### src/rtl/seq_pkg.sv
package seq_pkg;

  localparam logic [5:0] OPC_ADD_R   = 6'b000000;
  localparam logic [5:0] OPC_ADD_M   = 6'b000001;
  localparam logic [5:0] OPC_ADD_I   = 6'b000010;
  localparam logic [5:0] OPC_SUB_R   = 6'b000011;
  localparam logic [5:0] OPC_SUB_M   = 6'b000100;
  localparam logic [5:0] OPC_SUB_I   = 6'b000101;
  localparam logic [5:0] OPC_INC     = 6'b000110;
  localparam logic [5:0] OPC_DEC     = 6'b000111;
  localparam logic [5:0] OPC_SAR     = 6'b001000;
  localparam logic [5:0] OPC_SAL     = 6'b001001;
  localparam logic [5:0] OPC_SHU     = 6'b001010;
  localparam logic [5:0] OPC_SHD     = 6'b001011;
  localparam logic [5:0] OPC_RRC     = 6'b001100;
  localparam logic [5:0] OPC_RLC     = 6'b001101;
  localparam logic [5:0] OPC_AND_R   = 6'b001110;
  localparam logic [5:0] OPC_OR_R    = 6'b001111;
  localparam logic [5:0] OPC_XOR_R   = 6'b010000;
  localparam logic [5:0] OPC_NOT     = 6'b010001;
  localparam logic [5:0] OPC_NEG     = 6'b010010;
  localparam logic [5:0] OPC_JMP     = 6'b010011;
  localparam logic [5:0] OPC_JZ      = 6'b010100;
  localparam logic [5:0] OPC_JOV     = 6'b010101;
  localparam logic [5:0] OPC_JC      = 6'b010110;
  localparam logic [5:0] OPC_JREL    = 6'b010111;
  localparam logic [5:0] OPC_JEQ     = 6'b011000;
  localparam logic [5:0] OPC_CLR_Z   = 6'b011001;
  localparam logic [5:0] OPC_CLR_OV  = 6'b011010;
  localparam logic [5:0] OPC_CLR_C   = 6'b011011;
  localparam logic [5:0] OPC_CLR_ACC = 6'b011100;
  localparam logic [5:0] OPC_ACC2PC  = 6'b011101;
  localparam logic [5:0] OPC_PC2ACC  = 6'b011110;
  localparam logic [5:0] OPC_LD_M    = 6'b011111;
  localparam logic [5:0] OPC_STORE   = 6'b100000;
  localparam logic [5:0] OPC_R0_I    = 6'b100001;
  localparam logic [5:0] OPC_R0_M    = 6'b100010;
  localparam logic [5:0] OPC_LD_R    = 6'b100011;
  localparam logic [5:0] OPC_ACC2R   = 6'b100100;
  localparam logic [5:0] OPC_LD_IND  = 6'b100101;
  localparam logic [5:0] OPC_PUSH    = 6'b111100;
  localparam logic [5:0] OPC_POP     = 6'b111101;
  localparam logic [5:0] OPC_NOP     = 6'b111110;
  localparam logic [5:0] OPC_HALT    = 6'b111111;

  localparam logic [3:0] CMD_ADD  = 4'h0;
  localparam logic [3:0] CMD_SUB  = 4'h1;
  localparam logic [3:0] CMD_PASS = 4'h2;
  localparam logic [3:0] CMD_LOAD = 4'h3;
  localparam logic [3:0] CMD_AND  = 4'h4;
  localparam logic [3:0] CMD_OR   = 4'h5;
  localparam logic [3:0] CMD_XOR  = 4'h6;
  localparam logic [3:0] CMD_SAR  = 4'h7;
  localparam logic [3:0] CMD_SAL  = 4'h8;
  localparam logic [3:0] CMD_NEG  = 4'h9;
  localparam logic [3:0] CMD_SHU  = 4'hA;
  localparam logic [3:0] CMD_SHD  = 4'hB;
  localparam logic [3:0] CMD_NOT  = 4'hC;
  localparam logic [3:0] CMD_CLR  = 4'hD;
  localparam logic [3:0] CMD_RRC  = 4'hE;
  localparam logic [3:0] CMD_RLC  = 4'hF;

  localparam logic [1:0] SRC_MEM = 2'b00;
  localparam logic [1:0] SRC_IMM = 2'b01;
  localparam logic [1:0] SRC_REG = 2'b10;
  localparam logic [1:0] SRC_ONE = 2'b11;

  localparam logic [1:0] RIN_NONE = 2'b00;
  localparam logic [1:0] RIN_IMM  = 2'b01;
  localparam logic [1:0] RIN_ACC  = 2'b10;
  localparam logic [1:0] RIN_MEM  = 2'b11;

  typedef enum logic [2:0] {
    NPC_INC, NPC_TGT, NPC_REL, NPC_ACC, NPC_HOLD
  } npc_sel_e;

  typedef enum logic [1:0] {
    SP_KEEP, SP_PUSH, SP_POP
  } sp_op_e;

  typedef enum logic [2:0] {
    DA_NONE, DA_OPND, DA_ACC, DA_SP, DA_SPM1
  } da_sel_e;

  typedef struct packed {
    logic [3:0] alu_cmd;
    logic [1:0] alu_src;
    logic [1:0] rf_in_sel;
    logic       we_r0;
    logic       we_opnd;
    logic [2:0] flag_clr;
    logic       imm_pc;
    logic       dm_we;
    da_sel_e    da_sel;
    npc_sel_e   npc_sel;
    sp_op_e     sp_op;
  } dec_t;

endpackage

### src/rtl/seq_decode.sv
module seq_decode
  import seq_pkg::*;
(
  input  logic [5:0] opc,
  input  logic       fz,
  input  logic       fov,
  input  logic       fc,
  input  logic       feq,
  output dec_t       dec
);

  always_comb begin
    dec          = '0;
    dec.alu_cmd  = CMD_PASS;
    dec.alu_src  = SRC_MEM;
    dec.npc_sel  = NPC_INC;
    dec.sp_op    = SP_KEEP;
    dec.da_sel   = DA_NONE;
    case (opc)
      OPC_ADD_R:   begin dec.alu_cmd = CMD_ADD; dec.alu_src = SRC_REG; end
      OPC_ADD_M:   begin dec.alu_cmd = CMD_ADD; dec.da_sel = DA_OPND; end
      OPC_ADD_I:   begin dec.alu_cmd = CMD_ADD; dec.alu_src = SRC_IMM; end
      OPC_SUB_R:   begin dec.alu_cmd = CMD_SUB; dec.alu_src = SRC_REG; end
      OPC_SUB_M:   begin dec.alu_cmd = CMD_SUB; dec.da_sel = DA_OPND; end
      OPC_SUB_I:   begin dec.alu_cmd = CMD_SUB; dec.alu_src = SRC_IMM; end
      OPC_INC:     begin dec.alu_cmd = CMD_ADD; dec.alu_src = SRC_ONE; end
      OPC_DEC:     begin dec.alu_cmd = CMD_SUB; dec.alu_src = SRC_ONE; end
      OPC_SAR:     dec.alu_cmd = CMD_SAR;
      OPC_SAL:     dec.alu_cmd = CMD_SAL;
      OPC_SHU:     dec.alu_cmd = CMD_SHU;
      OPC_SHD:     dec.alu_cmd = CMD_SHD;
      OPC_RRC:     dec.alu_cmd = CMD_RRC;
      OPC_RLC:     dec.alu_cmd = CMD_RLC;
      OPC_AND_R:   begin dec.alu_cmd = CMD_AND; dec.alu_src = SRC_REG; end
      OPC_OR_R:    begin dec.alu_cmd = CMD_OR;  dec.alu_src = SRC_REG; end
      OPC_XOR_R:   begin dec.alu_cmd = CMD_XOR; dec.alu_src = SRC_REG; end
      OPC_NOT:     dec.alu_cmd = CMD_NOT;
      OPC_NEG:     dec.alu_cmd = CMD_NEG;
      OPC_JMP:     dec.npc_sel = NPC_TGT;
      OPC_JZ:      dec.npc_sel = fz  ? NPC_TGT : NPC_INC;
      OPC_JOV:     dec.npc_sel = fov ? NPC_TGT : NPC_INC;
      OPC_JC:      dec.npc_sel = fc  ? NPC_TGT : NPC_INC;
      OPC_JEQ:     dec.npc_sel = feq ? NPC_TGT : NPC_INC;
      OPC_JREL:    dec.npc_sel = NPC_REL;
      OPC_CLR_Z:   dec.flag_clr = 3'b001;
      OPC_CLR_OV:  dec.flag_clr = 3'b010;
      OPC_CLR_C:   dec.flag_clr = 3'b100;
      OPC_CLR_ACC: dec.alu_cmd = CMD_CLR;
      OPC_ACC2PC:  dec.npc_sel = NPC_ACC;
      OPC_PC2ACC:  begin
        dec.alu_cmd = CMD_LOAD;
        dec.alu_src = SRC_IMM;
        dec.imm_pc  = 1'b1;
      end
      OPC_LD_M:    begin dec.alu_cmd = CMD_LOAD; dec.da_sel = DA_OPND; end
      OPC_STORE:   begin dec.dm_we = 1'b1; dec.da_sel = DA_OPND; end
      OPC_R0_I:    begin dec.we_r0 = 1'b1; dec.rf_in_sel = RIN_IMM; end
      OPC_R0_M:    begin
        dec.we_r0     = 1'b1;
        dec.rf_in_sel = RIN_MEM;
        dec.da_sel    = DA_OPND;
      end
      OPC_LD_R:    begin dec.alu_cmd = CMD_LOAD; dec.alu_src = SRC_REG; end
      OPC_ACC2R:   begin dec.we_opnd = 1'b1; dec.rf_in_sel = RIN_ACC; end
      OPC_LD_IND:  begin dec.alu_cmd = CMD_LOAD; dec.da_sel = DA_ACC; end
      OPC_PUSH:    begin
        dec.dm_we  = 1'b1;
        dec.da_sel = DA_SP;
        dec.sp_op  = SP_PUSH;
      end
      OPC_POP:     begin
        dec.alu_cmd = CMD_LOAD;
        dec.da_sel  = DA_SPM1;
        dec.sp_op   = SP_POP;
      end
      OPC_HALT:    dec.npc_sel = NPC_HOLD;
      default:     ;
    endcase
  end

endmodule

### src/rtl/seq_pc_unit.sv
module seq_pc_unit
  import seq_pkg::*;
#(
  parameter int PC_W   = 16,
  parameter int OPND_W = 32,
  parameter int ACC_W  = 16
) (
  input  logic              clk,
  input  logic              rst,
  input  npc_sel_e          npc_sel,
  input  logic [OPND_W-1:0] opnd,
  input  logic [ACC_W-1:0]  acc,
  output logic [PC_W-1:0]   pc_q
);

  localparam logic [PC_W-1:0] PC_ONE = PC_W'(1);

  logic [PC_W-1:0] pc_n;
  logic            unused_src;

  assign unused_src = ^{opnd, acc};

  always_comb begin
    case (npc_sel)
      NPC_TGT:  pc_n = PC_W'(opnd);
      NPC_REL:  pc_n = pc_q + PC_W'(opnd);
      NPC_ACC:  pc_n = PC_W'(acc);
      NPC_HOLD: pc_n = pc_q;
      default:  pc_n = pc_q + PC_ONE;
    endcase
  end

  always_ff @(posedge clk) begin
    if (rst) pc_q <= '0;
    else     pc_q <= pc_n;
  end


  pc_step_chk: assert property (@(posedge clk) disable iff (rst)
    (npc_sel == NPC_INC) |=> (pc_q == $past(pc_q) + PC_ONE));


  pc_acc_chk: assert property (@(posedge clk) disable iff (rst)
    (npc_sel == NPC_ACC) |=> (pc_q == PC_W'($past(acc))));


  pc_tgt_chk: assert property (@(posedge clk) disable iff (rst)
    (npc_sel == NPC_TGT) |=> (pc_q == PC_W'($past(opnd))));

endmodule

### src/rtl/seq_stack.sv
module seq_stack
  import seq_pkg::*;
#(
  parameter int DM_AW  = 8,
  parameter int OPND_W = 32,
  parameter int ACC_W  = 16
) (
  input  logic              clk,
  input  logic              rst,
  input  sp_op_e            sp_op,
  input  da_sel_e           da_sel,
  input  logic [OPND_W-1:0] opnd,
  input  logic [ACC_W-1:0]  acc,
  output logic [DM_AW-1:0]  addr_n
);

  localparam logic [DM_AW-1:0] SP_ONE = DM_AW'(1);

  logic [DM_AW-1:0] sp_q;
  logic             unused_src;

  assign unused_src = ^{opnd, acc};

  always_comb begin
    case (da_sel)
      DA_OPND: addr_n = DM_AW'(opnd);
      DA_ACC:  addr_n = DM_AW'(acc);
      DA_SP:   addr_n = sp_q;
      DA_SPM1: addr_n = sp_q - SP_ONE;
      default: addr_n = '0;
    endcase
  end

  always_ff @(posedge clk) begin
    if (rst) sp_q <= '0;
    else begin
      case (sp_op)
        SP_PUSH: sp_q <= sp_q + SP_ONE;
        SP_POP:  sp_q <= sp_q - SP_ONE;
        default: sp_q <= sp_q;
      endcase
    end
  end


  sp_push_chk: assert property (@(posedge clk) disable iff (rst)
    (sp_op == SP_PUSH) |=> (sp_q == $past(sp_q) + SP_ONE));


  sp_pop_chk: assert property (@(posedge clk) disable iff (rst)
    (sp_op == SP_POP) |=> (sp_q == $past(sp_q) - SP_ONE));


  sp_keep_chk: assert property (@(posedge clk) disable iff (rst)
    (sp_op == SP_KEEP) |=> $stable(sp_q));

endmodule

### src/rtl/accum_sequencer.sv
module accum_sequencer
  import seq_pkg::*;
#(
  parameter  int OPND_W  = 32,
  parameter  int PC_W    = 16,
  parameter  int ACC_W   = 16,
  parameter  int DM_AW   = 8,
  parameter  int RF_N    = 8,
  localparam int INSTR_W = OPND_W + 8,
  localparam int RSEL_W  = $clog2(RF_N)
) (
  input  logic               clk,
  input  logic               rst,
  input  logic [INSTR_W-1:0] instr_i,
  input  logic [ACC_W-1:0]   acc_i,
  input  logic               flag_z_i,
  input  logic               flag_ov_i,
  input  logic               flag_c_i,
  input  logic               flag_eq_i,
  output logic [PC_W-1:0]    pc_o,
  output logic [3:0]         alu_cmd_o,
  output logic [1:0]         alu_src_o,
  output logic [OPND_W-1:0]  imm_o,
  output logic [RSEL_W-1:0]  rf_rd_sel_o,
  output logic [RF_N-1:0]    rf_we_o,
  output logic [1:0]         rf_in_sel_o,
  output logic [2:0]         flag_clr_o,
  output logic [DM_AW-1:0]   dm_addr_o,
  output logic               dm_we_o,
  output logic [ACC_W-1:0]   dm_wdata_o
);

  localparam logic [RF_N-1:0] R0_HOT = RF_N'(1);

  logic [5:0]        opc;
  logic [OPND_W-1:0] opnd;
  logic              unused_rsv;
  dec_t              dec;
  logic [DM_AW-1:0]  addr_n;

  assign opc        = instr_i[OPND_W+5:OPND_W];
  assign opnd       = instr_i[OPND_W-1:0];
  assign unused_rsv = ^instr_i[INSTR_W-1:OPND_W+6];

  seq_decode u_dec (
    .opc (opc),
    .fz  (flag_z_i),
    .fov (flag_ov_i),
    .fc  (flag_c_i),
    .feq (flag_eq_i),
    .dec (dec)
  );

  seq_pc_unit #(.PC_W(PC_W), .OPND_W(OPND_W), .ACC_W(ACC_W)) u_pc (
    .clk     (clk),
    .rst     (rst),
    .npc_sel (dec.npc_sel),
    .opnd    (opnd),
    .acc     (acc_i),
    .pc_q    (pc_o)
  );

  seq_stack #(.DM_AW(DM_AW), .OPND_W(OPND_W), .ACC_W(ACC_W)) u_stk (
    .clk    (clk),
    .rst    (rst),
    .sp_op  (dec.sp_op),
    .da_sel (dec.da_sel),
    .opnd   (opnd),
    .acc    (acc_i),
    .addr_n (addr_n)
  );

  always_ff @(posedge clk) begin
    if (rst) begin
      alu_cmd_o   <= CMD_PASS;
      alu_src_o   <= '0;
      imm_o       <= '0;
      rf_rd_sel_o <= '0;
      rf_we_o     <= '0;
      rf_in_sel_o <= '0;
      flag_clr_o  <= '0;
      dm_addr_o   <= '0;
      dm_we_o     <= 1'b0;
      dm_wdata_o  <= '0;
    end else begin
      alu_cmd_o   <= dec.alu_cmd;
      alu_src_o   <= dec.alu_src;
      imm_o       <= dec.imm_pc ? OPND_W'(pc_o) : opnd;
      rf_rd_sel_o <= opnd[RSEL_W-1:0];
      rf_we_o     <= dec.we_r0   ? R0_HOT :
                     dec.we_opnd ? opnd[RF_N-1:0] : '0;
      rf_in_sel_o <= dec.rf_in_sel;
      flag_clr_o  <= dec.flag_clr;
      dm_addr_o   <= addr_n;
      dm_we_o     <= dec.dm_we;
      dm_wdata_o  <= acc_i;
    end
  end


  halt_pc_chk: assert property (@(posedge clk) disable iff (rst)
    (opc == OPC_HALT) |=> $stable(pc_o));


  push_write_chk: assert property (@(posedge clk) disable iff (rst)
    (opc == OPC_PUSH) |=> (dm_we_o && (dm_wdata_o == $past(acc_i))));


  store_addr_chk: assert property (@(posedge clk) disable iff (rst)
    (opc == OPC_STORE) |=> (dm_we_o && (dm_addr_o == DM_AW'($past(opnd)))));


  we_excl_chk: assert property (@(posedge clk) disable iff (rst)
    dm_we_o |-> (rf_we_o == '0));

endmodule

### config.mk
export PLATFORM = sky130hd
export DESIGN_NAME = accum_sequencer
export DESIGN_NICKNAME = d
export VERILOG_FILES = /design/src/rtl/seq_pkg.sv /design/src/rtl/seq_decode.sv /design/src/rtl/seq_pc_unit.sv /design/src/rtl/seq_stack.sv /design/src/rtl/accum_sequencer.sv
export SDC_FILE = /design/constraint.sdc
export NUM_CORES = 1
export LEC_CHECK = 0
export ABC_AREA = 0
export BUFFER_PORTS_ARGS = -buffer_cell sky130_fd_sc_hd__buf_4
export CAP_MARGIN = 15
export CORE_ASPECT_RATIO = 0.9
export CORE_MARGIN = 3
export CORE_UTILIZATION = 37
export CTS_CLUSTER_DIAMETER = 100
export CTS_CLUSTER_SIZE = 10
export DETAILED_ROUTE_END_ITERATION = 8
export PLACE_DENSITY = 0.64
export SLEW_MARGIN = 10
export SYNTH_ARGS = -nofsm -noshare
export SYNTH_HDL_FRONTEND = slang
export SYNTH_SLANG_ARGS = --single-unit
### constraint.sdc
create_clock -name clk -period 3.44 [get_ports clk]
set_clock_uncertainty 0.1 [all_clocks]
set_input_delay 0 -clock clk [delete_from_list [all_inputs] [get_ports clk]]
set_output_delay 0 -clock clk [all_outputs]
set_load 0.03 [all_outputs]
# Word-level counts from Yosys, hierarchy flattened
# Cells that the tools add are included.
[word_totals] reg_bits=103 in_bits=62 output_inout_bits=95 wordCells=103
[classes] add_sub_neg=4 n_eq_ne=50 muxes=21 n_bitwise=1 reduce_logical=13
[op_table] operator="6-bit by 5-bit == test with 1-bit output (second input constant)" n=16
[op_table] operator="16-bit case mux with 4 select lines" n=1
[op_table] operator="4-bit case mux with 15 select lines" n=1
[op_table] operator="6-bit == test (second input constant)" n=9
[op_table] operator="6-bit by 4-bit == test with 1-bit output (second input constant)" n=8
[op_table] operator="8-bit case mux with 4 select lines" n=1
[op_table] operator="6-bit by 3-bit == test with 1-bit output (second input constant)" n=4
[op_table] operator="3-bit case mux with 8 select lines" n=1
[op_table] operator="16-bit by 1-bit adder with 16-bit output (second input constant)" n=1
[op_table] operator="16-bit adder" n=1
[op_table] operator="16-bit 2-to-1 mux" n=1
[op_table] operator="8-bit case mux with 2 select lines" n=1
[op_table] operator="3-bit by 2-bit == test with 1-bit output (second input constant)" n=4
[op_table] operator="6-bit by 2-bit == test with 1-bit output (second input constant)" n=2
[op_table] operator="2-bit case mux with 3 select lines" n=2
[op_table] operator="3-bit case mux with 4 select lines" n=1
[op_table] operator="1-bit 2-to-1 mux" n=10
[op_table] operator="5-bit OR reduction" n=2
[op_table] operator="3-bit case mux with 3 select lines" n=1
[op_table] operator="8-bit by 1-bit adder with 8-bit output (second input constant)" n=1
[op_table] operator="2-bit OR reduction" n=4
[op_table] operator="4-bit OR reduction" n=2
[op_table] operator="8-bit by 1-bit subtractor with 8-bit output (second input constant)" n=1
[op_table] operator="3-bit by 1-bit == test with 1-bit output (second input constant)" n=2
[op_table] operator="10 further kinds" n=12

# Longest topological paths before layout
# Gate-level depths: netlist (run 1).
[depth] ltp_word=5 ltp_mapped=14 mapped_depth_nobuf=12

# Cells and area by module
# Synthesis (run 1) repeated with hierarchy kept, for this count alone.
[unflattened] hier_cells=644 area_unflattened_um2=5635.4
[modules_own_cells] mod="accum_sequencer" instances=1 cells_per_inst=186 area_each_um2=2298.5 seq_area_each_um2=1581.5
[modules_own_cells] mod="seq_pc_unit" instances=1 cells_per_inst=236 area_each_um2=1789.2 seq_area_each_um2=320.3
[modules_own_cells] mod="seq_stack" instances=1 cells_per_inst=124 area_each_um2=937.1 seq_area_each_um2=160.2
[modules_own_cells] mod="seq_decode" instances=1 cells_per_inst=98 area_each_um2=610.6 seq_area_each_um2=0.0

# Least setup slack after synthesis (run 1)
# OpenSTA, ideal clock, no wires.
[synth_path] path_kind="input -> register" from="input instr_i[37]" to="register u_pc.pc_q[12]" setup_ps=133 arrival_ps=2500 required_ps=3207 setup_slack_ps=706 path_stages=14 n_path_buf=4 cell_sequence="buf_6 -> nand2b_4 -> buf_6 -> nor3_1 -> clkbuf_1 -> and2_1 -> ha_1 -> clkbuf_1 -> a21oi_1 -> a21boi_0 -> o21a_1 -> o32ai_1 -> xor2_1 -> o32ai_1"
[synth_between] elab_chain_cells=4 elab_cells_between_ends=14 cone_classes="eq/ne (12); mux (2)"
[synth_lines] item="start: declaration" line_no="accum_sequencer.sv:14" rtl="input logic [INSTR_W-1:0] instr_i,"
[synth_lines] item="6-bit == test / 6-bit by 5-bit == test with 1-bit output (equally long branches)" line_no="seq_decode.sv:19" rtl="case (opc)"
[synth_lines] item="3-bit case mux with 8 select lines *" line_no="seq_decode.sv:19"
[synth_lines] item="3-bit == test, or another cell as far along" line_no="seq_pc_unit.sv:24" rtl="case (npc_sel)"
[synth_lines] item="16-bit case mux with 4 select lines" line_no="seq_pc_unit.sv:24"
[synth_lines] item="end signal: assignment" line_no="seq_pc_unit.sv:35" rtl="else pc_q <= pc_n;"
[synth_lines] item="end: declaration" line_no="seq_pc_unit.sv:13" rtl="output logic [PC_W-1:0] pc_q"
# Mark *: on every way between the ends. The rest lies on a longest branch, timed or not.
# A chain may end at the register's enable or synchronous reset.

# Worst setup path after layout (run 1)
[layout_path] from="input instr_i[35]" to="register u_pc.pc_q[15]"
# The elaborated chain is that of the path after synthesis.

==> impl_metrics.csv, run 1 <==
group,metric,value,unit
timing,hold_viol,0,
run_status,status,"finished, final reports clean",
floorplanning,dieHeight,119,µm
setup_path,slowest_stage,"dlygate4sd3_1",
drt,first_pass_iters,5,
drt,dr.first_iter.drc_count,325,
floorplanning,num_rows,40,
grt,grt_pass1_vias,5114,
setup_path,path_delay_family,"compound AO/OA/AOI/OAI gates",
timing,finalCritPeriodShare,0.906,
yosys,syn_area,0.00529,mm²
drt,drc,0,
clocking,cts_buffers,9,
clocking,cts_sinks,103,
drt,ant_nets,0,
finish,n_antenna_cell,0,
grt,grt_overflow_total,0,
placed_design,gp_congestion,0.868,
grt,grt_pass1_wl,26800,µm
yosys,yosys_register_bits,103,
drt,wirelength,16600,µm
clocking,cts_tree,"done",
placed_design,port_buffers,154,
floorplanning,core_area,0.0137,mm²
yosys,synth_fp_nets,709,
timing,rsz0062_at_grt,"false",
clocking,post_cts_buffers,0,
pwr,ir_drop,0.000224,V
yosys,synth_edf_count,0,
setup_path,crit_path_start_kind,"input port",
yosys,synth_cell_types,66,
placed_design,hpwl,11100,µm
setup_path,crit_fanout,23,
finish,instances_no_fill,1004,
flow_run,maxCapViolations,0,
timing,max_freq,0.321,GHz
pwr,combPwrFrac,0.190,
grt,grt_util_met1,0.261,
floorplanning,ioPinCount,157,
yosys,yosysWarnings,0,
finish,final_common_cell,"buf_4",
setup_path,max_stage_delay,530,ps
placed_design,dp.cells,936,
finish,layout-drive-gt1-share,0.244,
setup_path,crit_top_cell,"buf_4",
clocking,htree_levels,3,
drt,viasPerCell,5.20,
yosys,syn_avg_cell_area,8.43,µm²
pwr,swShare,0.288,
grt,busiest_layer,"met2",
yosys,async_flop_share,0,
pwr,intPower,0.00200,W
pwr,clockPowerShare,0.358,
pwr,pwr-share-seq,0.452,
grt,use_met2,0.364,
pwr,switchingPower,0.000808,W
timing,post-route-min-period,3120,ps
setup_path,end_kind,"flop",
drt,vias,5216,
setup_path,crit_buf_inv,4,
floorplanning,die_x,132,µm
finish,fin_util,0.538,
timing,slew_headroom,0.276,
drt,wire_per_inst,16.5,µm
yosys,yosysSeqAreaShare,0.390,
setup_path,cp.arrival,3220,ps
floorplanning,initial_core_util,0.387,
timing,hold_slack,54.6,ps
finish,nets,892,
timing,fin_tns_setup,0,ps
setup_path,r2r_slack,1110,ps
pwr,power.density,382,mW/mm²
grt,track_usage,0.208,
setup_path,crit_chain,"dlygate4sd3_1 -> buf_4 -> nand2b_2 -> nor3_1 -> buf_4 -> nand2_1 -> inv_1 -> ha_1 -> a211oi_1 -> o211ai_1 -> a21oi_1 -> a31oi_1 -> xnor2_1 -> o32ai_1",
setup_path,crit_required,3550,ps
timing,drv_slew,0,
hold_path,hold_class,"in2reg",
timing,setup_viol_count_final,0,
yosys,synthCells,627,
clocking,root_buffer,"clkbuf_16",
grt,use_met3,0.0541,
finish,area_growth,39.0,%
floorplanning,die_area,0.0158,mm²
yosys,synth-main-ff-cell,"dfxtp_1",
clocking,clk_path_buf_depth,2,
clocking,clk_pin_slew,70,ps
timing,worst_pin_slew,1090,ps
clocking,insertion_delay,350,ps
pwr,p_leak,3.17,nW
setup_path,critPathKind,"in2reg",
grt,grt_max_degree,68,
finish,final_cell_mix,"162 x buf_4, 103 x dfxtp_1, 73 x nand2_1",
grt,antenna_found_initial,0,
==> worst register-to-register path: stages (launching register included) <==
cell and delay (ps):
dfxtp_1 390, ha_1 220, inv_1 70, fa_1 400
nor2b_1 170, o211ai_1 160, a21oi_1 260, o32ai_1 140
xor2_1 160, o32ai_1 110
==> state kept, by name, summed over array words and instances, names as in the netlist <==
register     count
u_stk.sp_q       8
rf_rd_sel_o      3
dm_wdata_o      16
alu_src_o        2
dm_addr_o        8
alu_cmd_o        4
flag_clr_o       3
u_pc.pc_q       16
imm_o           32
rf_we_o          8
rf_in_sel_o      2
dm_we_o          1
==> power groups by stage <==
stage	Combinational, W	Sequential (W)	Clock (W)
after floorplan	0.000199	0.00139	0
after global placement	0.000475	0.00129	0
after detailed placement	0.000482	0.00130	0
after CTS	0.000531	0.00127	0.00103
after global routing	0.000573	0.00127	0.00107
final	0.000532	0.00127	0.00100
==> final timing paths <==
kind,to,depth (start not counted),from
setup / recovery,u_pc.pc_q[15]$_SDFFE_PP0P_,14,instr_i[35]
hold / removal,dm_we_o$_SDFF_PP0_,3,instr_i[36]
hold reg to reg,imm_o[1]$_SDFF_PP0_,2,u_pc.pc_q[1]$_SDFFE_PP0P_
setup reg to reg,u_pc.pc_q[12]$_SDFFE_PP0P_,9,u_pc.pc_q[0]$_SDFFE_PP0P_
==> kinds of logic after synthesis <==
logic type | synth area share
buf+inv | 0.0535
flops | 0.390
xor+xnor | 0.0447
mux | 0.00568
compound gates | 0.206
simple gates | 0.251
fa+ha+maj | 0.0488
==> through the flow <==
| stage | total power [W] | setup WS (ps) | area [µm²] |
|---|---|---|---|
| floorplan | 0.00159 | 706 | 5290 |
| global placement | 0.00177 | 629 | 6540 |
| detailed placement | 0.00178 | 576 | 6540 |
| CTS | 0.00283 | 362 | 7340 |
| global route | 0.00292 | 117 | 7340 |
| finish | 0.00280 | 322 | 7340 |
==> what timing repair did <==
action	in CTS	in global routing
setup endpoints to repair	0	0
endpoints found under the hold margin	91	0
resized for setup	0	0
hold buffers	52	0
==> synthesized netlist by cell type (12+ instances only) <==
| cell type | instances | share of area |
|---|---|---|
| and2_1 | 21 | 0.025 |
| nand2_1 | 73 | 0.052 |
| clkbuf_1 | 23 | 0.016 |
| ha_1 | 19 | 0.045 |
| xnor2_1 | 15 | 0.025 |
| dfxtp_1 | 103 | 0.39 |
| o21ai_0 | 29 | 0.027 |
| xor2_1 | 12 | 0.020 |
| a21oi_1 | 49 | 0.046 |
| nor2b_1 | 23 | 0.027 |
| nand2b_1 | 12 | 0.014 |
| nor2_1 | 41 | 0.029 |
| nor3_1 | 16 | 0.015 |
| inv_1 | 20 | 0.014 |
| nand3_1 | 16 | 0.015 |
| and3_1 | 16 | 0.019 |
==> layer usage <==
layer  share of wire  vias up
met4           0.011        0
li1                -     2580
met5               0        -
met1            0.44     2452
met2            0.49      173
met3           0.057       11
==> area by class of cell <==
cell class / instances / area (µm²)
inverters: 20 / 75.1
fillers: 1231 / 6320
repair buffers: 214 / 1740
flip-flops and latches: 103 / 2060
multi-input cells: 462 / 2950
clock buffers: 10 / 239
clock inverters: 6 / 50.0
well taps: 189 / 236
Power figures use the tool's default switching activity.
==> inputs of run 2 (changes only) <==
--- a/config.mk
+++ b/config.mk
@@ -15,6 +15,7 @@
 export CTS_CLUSTER_SIZE = 10
 export DETAILED_ROUTE_END_ITERATION = 8
 export PLACE_DENSITY = 0.64
+export SKIP_LAST_GASP = 1
 export SLEW_MARGIN = 10
 export SYNTH_ARGS = -nofsm -noshare
 export SYNTH_HDL_FRONTEND = slang
==> constraint.sdc (replaced) <==
create_clock -name clk -period 3.9 [get_ports clk]
set_clock_uncertainty 0.1 [all_clocks]
set_input_delay 0 -clock clk [delete_from_list [all_inputs] [get_ports clk]]
set_output_delay 0 -clock clk [all_outputs]
set_load 0.03 [all_outputs]
==> run 2 against run 1 <==
Global-route usage about the same. Via count increased by 0.13%. Routed wire length decreased by 0.35%. Setup slack gained 440 ps. Sequential share of layout area shrank 0.10 points. Critical path type unchanged. First-iteration DRC count grew 1.8%. Total power decreased by 9.1%. Die area did not move.
==> impl_metrics.csv, run 2 (synthesis results as in run 1) <==
group,metric,value,unit
timing,slew_headroom,0.261,
timing,rsz0062_at_grt,"false",
floorplanning,die_x,132,µm
pwr,clockPowerShare,0.378,
finish,top_regs,"imm_o x32, dm_wdata_o x16, u_pc.pc_q x16",
pwr,combPwrFrac,0.184,
timing,setup_viol_count_final,0,
setup_path,crit_required,4010,ps
clocking,cts_resized,0,
drt,first_pass_iters,8,
grt,track_usage,0.208,
finish,final_cell_mix,"160 x buf_4, 103 x dfxtp_1, 73 x nand2_1",
setup_path,r2r_slack,1560,ps
floorplanning,core_area,0.0137,mm²
grt,grt_pass1_vias,5049,
setup_path,end_kind,"flop",
finish,area_growth,39.5,%
pwr,intPower,0.00182,W
finish,regMostFlops,"imm_o",
setup_path,crit_chain,"dlygate4sd3_1 -> buf_4 -> nand2b_2 -> nor3_1 -> buf_4 -> nand2_1 -> inv_1 -> ha_1 -> a211oi_1 -> o211ai_1 -> a21oi_1 -> a31oi_1 -> xnor2_1 -> o32ai_1",
setup_path,rr_startpoint,"u_pc.pc_q[0]$_SDFFE_PP0P_",
hold_path,hp-start,"instr_i[36]",
setup_path,crit_fanout,23,
grt,grt_overflow_total,0,
timing,hold_slack,34.9,ps
floorplanning,num_rows,40,
finish,layout-drive-gt1-share,0.243,
pwr,power.density,346,mW/mm²
setup_path,slowest_stage,"dlygate4sd3_1",
finish,n_antenna_cell,0,
floorplanning,initial_core_util,0.387,
floorplanning,dieHeight,119,µm
hold_path,hold_class,"in2reg",
hold_path,whs_path_depth,3,
placed_design,hpwl,11100,µm
grt,grt_pass1_wl,26700,µm
timing,finalCritPeriodShare,0.804,
timing,max_freq,0.319,GHz
timing,post-route-min-period,3130,ps
clocking,cts_sinks,103,
grt,grt_max_degree,69,
setup_path,max_stage_delay,540,ps
pwr,pwr-share-seq,0.439,
clocking,post_cts_buffers,0,
grt,antenna_found_initial,0,
pwr,swShare,0.287,
setup_path,r2r_cells,9,
flow_run,maxCapViolations,0,
pwr,p_leak,3.18,nW
placed_design,port_buffers,154,
drt,ant_nets,0,
clocking,clk_pin_slew,80,ps
floorplanning,ioPinCount,157,
run_status,status,"finished, final reports clean",
floorplanning,die_area,0.0158,mm²
timing,hold_viol,0,
drt,dr.first_iter.drc_count,331,
pwr,switchingPower,0.000732,W
setup_path,crit_path_start_kind,"input port",
timing,drv_slew,0,
placed_design,place_ws,1010,ps
drt,drc,0,
drt,wirelength,16500,µm
pwr,ir_drop,0.000214,V
finish,largest_register_ffs,32,
clocking,cts_buffers,9,
hold_path,min_to,"dm_we_o$_SDFF_PP0_",
timing,fin_tns_setup,0,ps
setup_path,crit_top_cell,"buf_4",
setup_path,rr_endpoint,"u_pc.pc_q[12]$_SDFFE_PP0P_",
clocking,insertion_delay,360,ps
drt,vias,5223,
finish,nets,891,
finish,final_common_cell,"buf_4",
drt,viasPerCell,5.21,
timing,setup_ws,766,ps
finish,fin_util,0.540,
placed_design,gp_congestion,0.880,
clocking,clk_path_buf_depth,2,
drt,wire_per_inst,16.5,µm
clocking,htree_levels,3,
setup_path,critPathKind,"in2reg",
clocking,cts_tree,"done",
clocking,postCtsHoldBufs,52,
setup_path,cp.arrival,3250,ps
timing,worst_pin_slew,1110,ps
clocking,root_buffer,"clkbuf_16",
run 2: worst max-delay path by stage:
| stage | to | cells past startpoint | start | slack [ps] |
|---|---|---|---|---|
| finish | u_pc.pc_q[15]$_SDFFE_PP0P_ | 14 | instr_i[35] | 770 |
| global route | u_pc.pc_q[14]$_SDFFE_PP0P_ | 15 | instr_i[35] | 530 |
| CTS | u_pc.pc_q[15]$_SDFFE_PP0P_ | 14 | instr_i[35] | 820 |
| detailed placement | u_pc.pc_q[12]$_SDFFE_PP0P_ | 14 | instr_i[35] | 1010 |
| global placement | u_pc.pc_q[12]$_SDFFE_PP0P_ | 14 | instr_i[35] | 1080 |
| floorplan | u_pc.pc_q[12]$_SDFFE_PP0P_ | 14 | instr_i[37] | 1170 |
run 2: through the flow:
step	power, W	instance area [µm²]	instances
2_1_floorplan	0.00140	5290	627
3_3_place_gp	0.00156	6520	934
3_5_place_dp	0.00156	6520	934
4_1_cts	0.00257	7360	1002
5_1_grt	0.00265	7370	1003
6_report	0.00255	7370	1003
run 2: routing by layer:
| layer | part of all wire | track usage | wire length [µm] |
|---|---|---|---|
| met1 | 0.44 | 0.272 | 7290 |
| met2 | 0.49 | 0.355 | 8140 |
| met3 | 0.058 | 0.0435 | 951 |
| met4 | 0.0087 | 0.0407 | 144 |
| met5 | 0 | 0 | 0 |
run 2: final cells by class:
type / count / area, µm²
flip-flops and latches: 103 / 2060
clock buffers: 9 / 225
repair buffers: 213 / 1730
clock inverters: 7 / 95.1
multi-input cells: 462 / 2950
fillers: 1223 / 6290
inverters: 20 / 75.1
well taps: 189 / 236
run 2: power by group through the flow:
| stage | Sequential (W) | Clock [W] | Combinational [W] |
|---|---|---|---|
| 2_1_floorplan | 0.00122 | 0 | 0.000175 |
| 3_3_place_gp | 0.00114 | 0 | 0.000418 |
| 3_5_place_dp | 0.00114 | 0 | 0.000422 |
| 4_1_cts | 0.00112 | 0.000989 | 0.000465 |
| 5_1_grt | 0.00112 | 0.00102 | 0.000504 |
| 6_report | 0.00112 | 0.000963 | 0.000468 |
run 2: critical path, delay by kind of cell:
family / cells / cell delay [ps]
xor+xnor: 1 / 210
compound gates: 5 / 1160
fa+ha+maj: 1 / 230
buf+inv: 4 / 1080
simple gates: 3 / 560
==> inputs of run 3 (changes only) <==
--- a/config.mk
+++ b/config.mk
@@ -5,7 +5,7 @@
 export SDC_FILE = /design/constraint.sdc
 export NUM_CORES = 1
 export LEC_CHECK = 0
-export ABC_AREA = 0
+export ABC_AREA = 1
 export BUFFER_PORTS_ARGS = -buffer_cell sky130_fd_sc_hd__buf_4
 export CAP_MARGIN = 15
 export CORE_ASPECT_RATIO = 0.9
==> constraint.sdc (replaced) <==
create_clock -name clk -period 3.01 [get_ports clk]
set_clock_uncertainty 0.1 [all_clocks]
set_input_delay 0 -clock clk [delete_from_list [all_inputs] [get_ports clk]]
set_output_delay 0 -clock clk [all_outputs]
set_load 0.03 [all_outputs]
==> run 3 against run 2 <==
Sequential power grew 29%. Routed wire length grew 12%. Setup slack lost 540 ps. Combinational power rose by 37%. Utilization increased by 0.43 points. Area after synthesis grew 6.0%. Clock power rose by 38%. Critical path type unchanged.
==> impl_metrics.csv, run 3 <==
group,metric,value,unit
setup_path,rr_endpoint,"u_pc.pc_q[12]$_SDFFE_PP0P_",
clocking,cts_sinks,103,
yosys,syn_area,0.00560,mm²
grt,grt_max_degree,33,
yosys,synth_top_area_cell,"dfxtp_1",
drt,ant_nets,0,
grt,antenna_found_initial,0,
timing,slew_headroom,0.574,
yosys,ys_top_cells_by_area,"dfxtp_1 37%, nand2_1 12%, nor2_1 9.9%",
pwr,p_leak,4.28,nW
timing,drv_slew,0,
floorplanning,dieHeight,123,µm
yosys,synth-main-ff-cell,"dfxtp_1",
setup_path,crit_path_start_kind,"input port",
clocking,htree_levels,3,
finish,n_antenna_cell,0,
yosys,synth_fp_nets,948,
yosys,yosysSeqAreaShare,0.368,
floorplanning,initial_core_util,0.379,
drt,dr.first_iter.drc_count,531,
finish,layout-drive-gt1-share,0.182,
timing,post-route-min-period,2790,ps
setup_path,cp-endpoint,"u_pc.pc_q[5]$_SDFFE_PP0P_",
placed_design,gp_congestion,0.953,
finish,final_common_cell,"nand2_1",
yosys,yosysTopAreaCellShare,0.368,
setup_path,end_kind,"flop",
drt,viasPerCell,4.73,
finish,fin_util,0.544,
placed_design,hpwl,13100,µm
timing,finalCritPeriodShare,0.926,
yosys,yosys_register_bits,103,
clocking,post_cts_buffers,0,
placed_design,port_buffers,154,
timing,worst_pin_slew,639,ps
finish,regMostFlops,"imm_o",
timing,setup_viol_count_final,0,
setup_path,crit_fanout,14,
clocking,clk_path_buf_depth,2,
clocking,root_buffer,"clkbuf_16",
finish,fin_area,0.00803,mm²
floorplanning,core_area,0.0148,mm²
run_status,status,"finished, final reports clean",
grt,grt_overflow_total,0,
clocking,clk_pin_slew,70,ps
grt,track_usage,0.224,
finish,nets,1169,
timing,max_freq,0.359,GHz
drt,vias,6099,
setup_path,crit_chain,"dlygate4sd3_1 -> buf_4 -> inv_1 -> nand2_2 -> nor2_4 -> inv_1 -> nor2_2 -> inv_4 -> nor2_1 -> ha_1 -> or2_2 -> nand3_1 -> nand2_1 -> or2_2 -> nand3_1 -> nand2_1 -> nor2_1 -> nor2_1",
yosys,synth_edf_count,0,
yosys,synth_most_common_cell,"nand2_1",
drt,wire_per_inst,14.3,µm
timing,hold_slack,314,ps
yosys,synth_cell_types,38,
floorplanning,die_x,136,µm
setup_path,cp.arrival,2940,ps
drt,first_pass_iters,5,
floorplanning,die_area,0.0167,mm²
grt,grt_pass1_wl,29700,µm
setup_path,r2r_cells,13,
grt,grt_util_met1,0.308,
finish,area_growth,43.4,%
finish,instances_no_fill,1290,
clocking,cts_buffers,9,
clocking,cts_tree,"done",
setup_path,slowest_stage,"dlygate4sd3_1",
finish,final_cell_mix,"184 x nand2_1, 160 x buf_4, 147 x nor2_1",
floorplanning,ioPinCount,157,
yosys,yosysWarnings,0,
pwr,power.density,426,mW/mm²
pwr,finalPower,0.00342,W
timing,hold_viol,0,
setup_path,r2r_slack,840,ps
flow_run,maxCapViolations,0,
grt,busiest_layer,"met2",
floorplanning,num_rows,42,
yosys,synthCells,866,
pwr,ir_drop,0.000261,V
grt,use_met3,0.0508,
finish,top_regs,"imm_o x32, dm_wdata_o x16, u_pc.pc_q x16",
placed_design,dp.cells,1199,
yosys,async_flop_share,0,
finish,largest_register_ffs,32,
setup_path,crit_top_cell,"nor2_1",
grt,use_met2,0.357,
finish,n_fill_cell,1431,
grt,grt_pass1_vias,5860,
placed_design,postPlaceCellArea,0.00693,mm²
drt,wirelength,18500,µm
setup_path,max_stage_delay,550,ps
yosys,syn_avg_cell_area,6.47,µm²
setup_path,crit_path_start,"instr_i[35]",
clocking,insertion_delay,350,ps
yosys,netlist_top_cells_count,"184 x nand2_1, 148 x nor2_1, 146 x inv_1, 103 x dfxtp_1, 59 x nand3_1",
drt,drc,0,
hold_path,hold_class,"in2reg",
setup_path,crit_required,3160,ps
setup_path,rr_startpoint,"u_pc.pc_q[0]$_SDFFE_PP0P_",
setup_path,critPathKind,"in2reg",
==> run 3: cell types whose count changed after synthesis, moves of 18 or more <==
cell / change
nor2b_1: -23
inv_1: +126
nand2_1: +111
o21ai_0: +24
nand3_1: +43
nor2_1: +107
and2_1: -18
==> run 3: final cells by class <==
cell class                      count  area [µm²]  area share
Timing Repair Buffer              235        1950       0.243
Multi-Input combinational cell    585        2850       0.355
Sequential cell                   103        2060       0.257
Tap cell                          198         248      0.0308
Clock inverter                      4        76.3     0.00950
Inverter                          153         577      0.0718
Clock buffer                       12         267      0.0332
==> run 3: critical path: cells and delay by family <==
family | cells | cell delay, ps
buffers and inverters | 5 | 990
adder cells (fa/ha/maj) | 1 | 320
AND/OR/NAND/NOR | 12 | 1610
==> run 3: how the worst min path moves through the flow <==
stage | start | slack, ps | cells past startpoint | endpoint
after global placement | instr_i[22] | 110 | 3 | imm_o[22]$_SDFF_PP0_
after detailed placement | acc_i[13] | 120 | 3 | dm_wdata_o[13]$_SDFF_PP0_
after floorplan | instr_i[16] | 10 | 2 | imm_o[16]$_SDFF_PP0_
after global routing | instr_i[29] | 340 | 4 | imm_o[29]$_SDFF_PP0_
after CTS | instr_i[18] | 300 | 4 | imm_o[18]$_SDFF_PP0_
final | instr_i[16] | 310 | 4 | imm_o[16]$_SDFF_PP0_
==> run 3: logic make-up after synthesis <==
kind of cell	share of synthesized area
flip-flops	0.368
XOR/XNOR	0.0172
adder cells (fa/ha/maj)	0.0460
buffers and inverters	0.124
AND/OR/NAND/NOR	0.343
AO/OA/AOI/OAI	0.101
==> run 3: per-layer routing <==
metal	share of wire	routed length, µm	up-vias
li1	-	-	3139
met1	0.48	8830	2729
met2	0.43	7960	216
met3	0.079	1460	15
met4	0.012	216	0
met5	0	0	-
==> run 3: metrics by stage <==
stage / setup TNS (ps) / setup WS [ps]
after floorplan: 0 / 657
after global placement: 0 / 382
after detailed placement: 0 / 323
after CTS: 0 / 115
after global routing: -4.33 / -4.33
final: 0 / 223
==> run 3: power by group <==
group	total, W	switching [W]	internal, W
Sequential	0.00145	0.0000318	0.00142
Combinational	0.000640	0.000373	0.000267
Clock	0.00133	0.000529	0.000799
Total	0.00342	0.000933	0.00249
==> run 3: timing repair <==
item | CTS | global route
endpoints found under the setup margin | 0 | 7
resized for setup | 0 | 3
hold endpoints to repair | 85 | 0
hold buffers | 75 | 0
